### src/rtl/rxq_pkg.sv
package rxq_pkg;
  typedef enum logic [1:0] {
    WR_IDLE    = 2'd0,
    WR_APPEND  = 2'd1,
    WR_REPLACE = 2'd2
  } wr_kind_e;
endpackage

### src/rtl/rxq_ctrl.sv
module rxq_ctrl
  import rxq_pkg::*;
#(
  parameter int DEPTH = 4,
  localparam int AW = (DEPTH > 1) ? $clog2(DEPTH) : 1,
  localparam int CW = $clog2(DEPTH + 1)
) (
  input  logic          clk,
  input  logic          rst,
  input  logic          flush,
  input  logic          rx_en,
  input  logic          rx_vld,
  input  logic          brk_evt,
  input  logic          rd_req,
  output wr_kind_e      wr_kind,
  output logic [AW-1:0] wr_addr,
  output logic [AW-1:0] rd_addr,
  output logic          pop,
  output logic [CW-1:0] count,
  output logic          avail,
  output logic          full
);
  localparam logic [AW-1:0] LAST = AW'(DEPTH - 1);
  localparam logic [CW-1:0] CAP  = CW'(DEPTH);

  logic [AW-1:0] wptr_q, rptr_q;
  logic [CW-1:0] cnt_q, cnt_d;
  logic          avail_q, full_q;
  logic          byte_ok, grow;

  function automatic logic [AW-1:0] step_fwd(input logic [AW-1:0] p);
    return (p == LAST) ? '0 : p + AW'(1);
  endfunction

  function automatic logic [AW-1:0] step_back(input logic [AW-1:0] p);
    return (p == '0) ? LAST : p - AW'(1);
  endfunction

  always_comb begin
    pop     = rd_req && (cnt_q != '0) && !flush;
    byte_ok = rx_vld && rx_en && !full_q && !brk_evt && !flush;
    if (flush)        wr_kind = WR_IDLE;
    else if (brk_evt) wr_kind = (full_q && !pop) ? WR_REPLACE : WR_APPEND;
    else if (byte_ok) wr_kind = WR_APPEND;
    else              wr_kind = WR_IDLE;
    wr_addr = (wr_kind == WR_REPLACE) ? step_back(wptr_q) : wptr_q;
    rd_addr = rptr_q;
    grow    = (wr_kind == WR_APPEND);
    cnt_d   = cnt_q + (grow ? CW'(1) : '0) - (pop ? CW'(1) : '0);
  end

  always_ff @(posedge clk) begin
    if (rst || flush) begin
      wptr_q  <= '0;
      rptr_q  <= '0;
      cnt_q   <= '0;
      avail_q <= 1'b0;
      full_q  <= 1'b0;
    end else begin
      if (grow) wptr_q <= step_fwd(wptr_q);
      if (pop)  rptr_q <= step_fwd(rptr_q);
      cnt_q   <= cnt_d;
      avail_q <= (cnt_d != '0);
      full_q  <= (cnt_d == CAP);
    end
  end

  assign count = cnt_q;
  assign avail = avail_q;
  assign full  = full_q;
endmodule

### src/rtl/rxq_store.sv
module rxq_store #(
  parameter int DATA_W = 8,
  parameter int DEPTH  = 4,
  localparam int AW = (DEPTH > 1) ? $clog2(DEPTH) : 1
) (
  input  logic              clk,
  input  logic              rst,
  input  logic              we,
  input  logic [AW-1:0]     waddr,
  input  logic [DATA_W-1:0] wdata,
  input  logic              rd_req,
  input  logic              pop,
  input  logic [AW-1:0]     raddr,
  output logic [DATA_W-1:0] rd_data
);
  logic [DATA_W-1:0] mem [DEPTH];
  logic [DATA_W-1:0] rd_q;

  always_ff @(posedge clk) begin
    if (we) mem[waddr] <= wdata;
  end

  always_ff @(posedge clk) begin
    if (rst)         rd_q <= '0;
    else if (pop)    rd_q <= mem[raddr];
    else if (rd_req) rd_q <= '0;
  end

  assign rd_data = rd_q;
endmodule

### src/rtl/rxq_brk_flag.sv
module rxq_brk_flag (
  input  logic clk,
  input  logic rst,
  input  logic set,
  input  logic clr,
  output logic flag
);
  logic flag_q;

  always_ff @(posedge clk) begin
    if (rst)      flag_q <= 1'b0;
    else if (set) flag_q <= 1'b1;
    else if (clr) flag_q <= 1'b0;
  end

  assign flag = flag_q;
endmodule

### src/rtl/rx_byte_queue.sv
module rx_byte_queue
  import rxq_pkg::*;
#(
  parameter int DATA_W = 8,
  parameter int DEPTH  = 4,
  localparam int AW = (DEPTH > 1) ? $clog2(DEPTH) : 1,
  localparam int CW = $clog2(DEPTH + 1)
) (
  input  logic              clk,
  input  logic              rst,
  input  logic              flush_i,
  input  logic              rx_en_i,
  input  logic              rx_valid_i,
  input  logic [DATA_W-1:0] rx_data_i,
  output logic              rx_ready_o,
  input  logic              brk_evt_i,
  input  logic              brk_clr_i,
  input  logic              rd_req_i,
  output logic [DATA_W-1:0] rd_data_o,
  output logic              avail_o,
  output logic              full_o,
  output logic              brk_flag_o
);
  wr_kind_e          wr_kind;
  logic [AW-1:0]     wr_addr, rd_addr;
  logic              pop;
  logic [CW-1:0]     fill_cnt;
  logic [DATA_W-1:0] wr_byte;

  rxq_ctrl #(.DEPTH(DEPTH)) u_ctrl (
    .clk     (clk),
    .rst     (rst),
    .flush   (flush_i),
    .rx_en   (rx_en_i),
    .rx_vld  (rx_valid_i),
    .brk_evt (brk_evt_i),
    .rd_req  (rd_req_i),
    .wr_kind (wr_kind),
    .wr_addr (wr_addr),
    .rd_addr (rd_addr),
    .pop     (pop),
    .count   (fill_cnt),
    .avail   (avail_o),
    .full    (full_o)
  );

  // a break stores an all-zero byte
  assign wr_byte = brk_evt_i ? '0 : rx_data_i;

  rxq_store #(.DATA_W(DATA_W), .DEPTH(DEPTH)) u_store (
    .clk     (clk),
    .rst     (rst),
    .we      (wr_kind != WR_IDLE),
    .waddr   (wr_addr),
    .wdata   (wr_byte),
    .rd_req  (rd_req_i),
    .pop     (pop),
    .raddr   (rd_addr),
    .rd_data (rd_data_o)
  );

  rxq_brk_flag u_brk (
    .clk  (clk),
    .rst  (rst),
    .set  (brk_evt_i),
    .clr  (brk_clr_i),
    .flag (brk_flag_o)
  );

  assign rx_ready_o = rx_en_i && !full_o;
endmodule

### config.mk
export PLATFORM = sky130hd
export DESIGN_NAME = rx_byte_queue
export DESIGN_NICKNAME = d
export VERILOG_FILES = /design/src/rtl/rxq_pkg.sv /design/src/rtl/rxq_ctrl.sv /design/src/rtl/rxq_store.sv /design/src/rtl/rxq_brk_flag.sv /design/src/rtl/rx_byte_queue.sv
export SDC_FILE = /design/constraint.sdc
export NUM_CORES = 1
export LEC_CHECK = 0
export ABC_AREA = 1
export BUFFER_PORTS_ARGS = -buffer_cell sky130_fd_sc_hd__buf_4
export CORE_MARGIN = 2
export CORE_UTILIZATION = 61
export CTS_CLUSTER_DIAMETER = 30
export DETAILED_ROUTE_END_ITERATION = 12
export PLACE_DENSITY = 0.93
export SETUP_SLACK_MARGIN = 0.1
export SLEW_MARGIN = 0
export SYNTH_ARGS = -nofsm -noshare
export SYNTH_HDL_FRONTEND = slang
export SYNTH_HIERARCHICAL = 1
export SYNTH_SLANG_ARGS = --single-unit
### constraint.sdc
create_clock -name clk -period 5.43 [get_ports clk]
set_input_delay 0.8145 -clock clk [delete_from_list [all_inputs] [get_ports clk]]
set_output_delay 0.8145 -clock clk [all_outputs]
set_load 0.01 [all_outputs]
==> results_dict.tcl <==
set metrics [dict create \
    multi_input_area_um2 716 \
    critPathArrivalTime_ps 2680 \
    wl_met3_um 186 \
    dpl.hpwl_um 3180 \
    worst_pin_slew_ps 1120 \
    timing.final.crit_share 0.509 \
    cts_tree "done" \
    layoutNonFillerInstCount 344 \
    placed_cells_incl_taps 336 \
    drive_gt1_frac 0.169 \
    synth_area_leaders "edfxtp_1 41%, dfxtp_1 15%, inv_1 11%" \
    m1WireLength_um 1920 \
    initial_utilization 0.637 \
    htreeDepth 2 \
    slew_viol_final 0 \
    grt_pass1_wl_um 7030 \
    r2r_end "u_store/mem[3][4]$_DFFE_PP_" \
    synth_top_cell_by_area "edfxtp_1" \
    grt_antenna_before_repair 0 \
    worst_setup_path_end_kind "flop" \
    fin_crit_ps 2760 \
    buffer_ports.inserted 27 \
    criticalPathCategory "in -> reg" \
    place_area_mm2 0.00256 \
    synthDistinctLibCells 24 \
    r2r-start "u_ctrl/count[1]$_SDFF_PP0_" \
    worstSkewPairLatency_ps 300 \
    whs_endpoint "u_store/rd_data[5]$_SDFFE_PP0P_" \
    hold_start "u_store/rd_data[5]$_SDFFE_PP0P_" \
    synthCells 267 \
    wl_met2_um 2000 \
    synthToLayoutAreaGrowth_pct 12.6 \
    rsz0062_at_grt "false" \
    setup_viol 0 \
    wire_per_inst_um 12.3 \
    p_per_area_mw_per_mm2 257 \
    hold_viol_final 0 \
    synth_top_area_share 0.409 \
    min_path_type "reg -> reg" \
    chipWidth_um 66.1 \
    timing.hold.ws_ps 478 \
    grt_max_degree 21 \
    dr.pass1.iters 4 \
    gp_congestion 0.874 \
    clk_pin_slew_worst_paths_ps 80 \
    num_vias 1673 \
    grtUsageTotal 0.220 \
    first_global_vias 1610 \
    diodes 0 \
    highest_layer "met4" \
    syn_avg_cell_area_um2 8.80 \
    cp.required_ps 5350 \
    rows 22 \
    rr_worst_depth 8 \
    seqCellArea_mm2 0.00132 \
    totalPowerFinal_uw 679 \
    ios 28 \
    coreArea_mm2 0.00369 \
    drcViolationCount 0 \
    clkSinkCount 50 \
    postCtsSetupBuffers 0 \
    reg2reg_slack_ps 2950 \
    startpoint "flush_i" \
    min_path_cells 2 \
    cts_buffers 5 \
    vdd_drop_max_uv 183 \
    yosysSeqAreaShare 0.562 \
    fin_nets 317 \
    cts_root_buf "clkbuf_8" \
    ctsResizeCount 0 \
    clock_skew_ps 5.80 \
    syn_area_mm2 0.00235 \
    cts-hold-fix-buffers 0 \
    outcome "finished clean" \
    cts_max_path_buffers 2 \
    relSlewSlack 0.249 \
    design_area_mm2 0.00265 \
    yosys_warnings 6 \
    ys_ff_latch 50 \
    max_cap_violations 0 \
    die_area_mm2 0.00436 \
    fmax_mhz 362 \
    drt_iter0_markers 108 \
    syn_nets 289 \
    p_leak_nw 1.24 \
    cp_max_fo 8 \
    die_height_um 66.1 \
    totalWireLength_um 4210 \
    overflow 0 \
    fin_tns_setup_ps 0 \
    route.antenna.remaining_nets 0 \
    fillers 279 \
    start_kind "primary input" \
    via_per_inst 4.86 \
]
## per-stage QoR
| step | utilization | setup slack (ps) |
|---|---|---|
| floorplan | - | 2940 |
| global placement | 0.695 | 2560 |
| global route | 0.717 | 2510 |
| CTS | 0.717 | 2690 |
| detailed placement | 0.695 | 2370 |
| finish | 0.717 | 2670 |
## logic make-up (layout without fill, tap and decap cells)
logic type	after synthesis	count (layout)	share of synthesized area
fa+ha+maj	6	6	0.0351
flops	50	50	0.562
simple gates	118	118	0.214
xor+xnor	2	2	0.00746
buf+inv	75	104	0.133
compound gates	16	16	0.0485
## layer usage
| metal | up-vias | GRT usage |
|---|---|---|
| li1 | 860 | - |
| met2 | 43 | 0.374 |
| met1 | 758 | 0.267 |
| met4 | 0 | 0.0944 |
| met5 | - | 0 |
| met3 | 12 | 0.0545 |
## cells in the final DEF, fill, tap and decap left out, types with 2 or more instances in the layout
cell      count
dfxtp_1      18
clkbuf_1      2
o21ai_0       5
nor2_1       24
nand2_4       2
nor3_1        4
clkbuf_8      5
ha_1          5
a21oi_2       9
nand2_1      66
edfxtp_1     32
nor2_2        3
buf_4        28
inv_1        67
nand3_1      17
## state kept, by name, summed over array words and instances (netlist names)
register,count
u_ctrl/avail,1
u_ctrl/count,3
u_ctrl/rd_addr,2
u_ctrl/wptr_q,2
u_store/mem,32
u_ctrl/full,1
u_store/rd_data,8
u_brk/flag,1
## final cells by class
cell class	instances	share of cell area
clock buffer	7	0.0289
clock inverter	1	0.00142
inverter	68	0.0974
multi-input combinational	142	0.271
sequential	50	0.500
tap	48	0.0227
timing repair buffer	28	0.0795
## cells in the mapped netlist, drive strengths merged
| cell | n |
|---|---|
| o21ai | 6 |
| inv | 68 |
| ha | 5 |
| xor2 | 1 |
| nand2 | 69 |
| xnor2 | 1 |
| nor2 | 28 |
| dfxtp | 18 |
| a21oi | 10 |
| buf | 7 |
| nand3 | 17 |
| edfxtp | 32 |
| fa | 1 |
| nor3 | 4 |
## worst max path at each step
stage	endpoint	slack, ps
floorplan	u_store/mem[3][0]$_DFFE_PP_	2940
global placement	u_store/mem[3][5]$_DFFE_PP_	2560
detailed placement	u_store/mem[2][5]$_DFFE_PP_	2370
CTS	u_store/mem[2][4]$_DFFE_PP_	2690
global route	u_store/mem[3][1]$_DFFE_PP_	2510
finish	u_store/mem[3][4]$_DFFE_PP_	2670
## worst max-delay path, stage by stage
cell and delay, ps:
buf_4 130, nor2_2 140, nand2_2 110, nand2_4 100, nor2_4 50, o21ai_0 340
inv_1 130, nor3_1 870
## report_power, final
part	internal (mW)	switching (mW)
Sequential	0.414	0.00447
Clock	0.0897	0.108
Combinational	0.0249	0.0376
Total	0.529	0.151
Note: power is estimated with default switching activity, not from simulation.
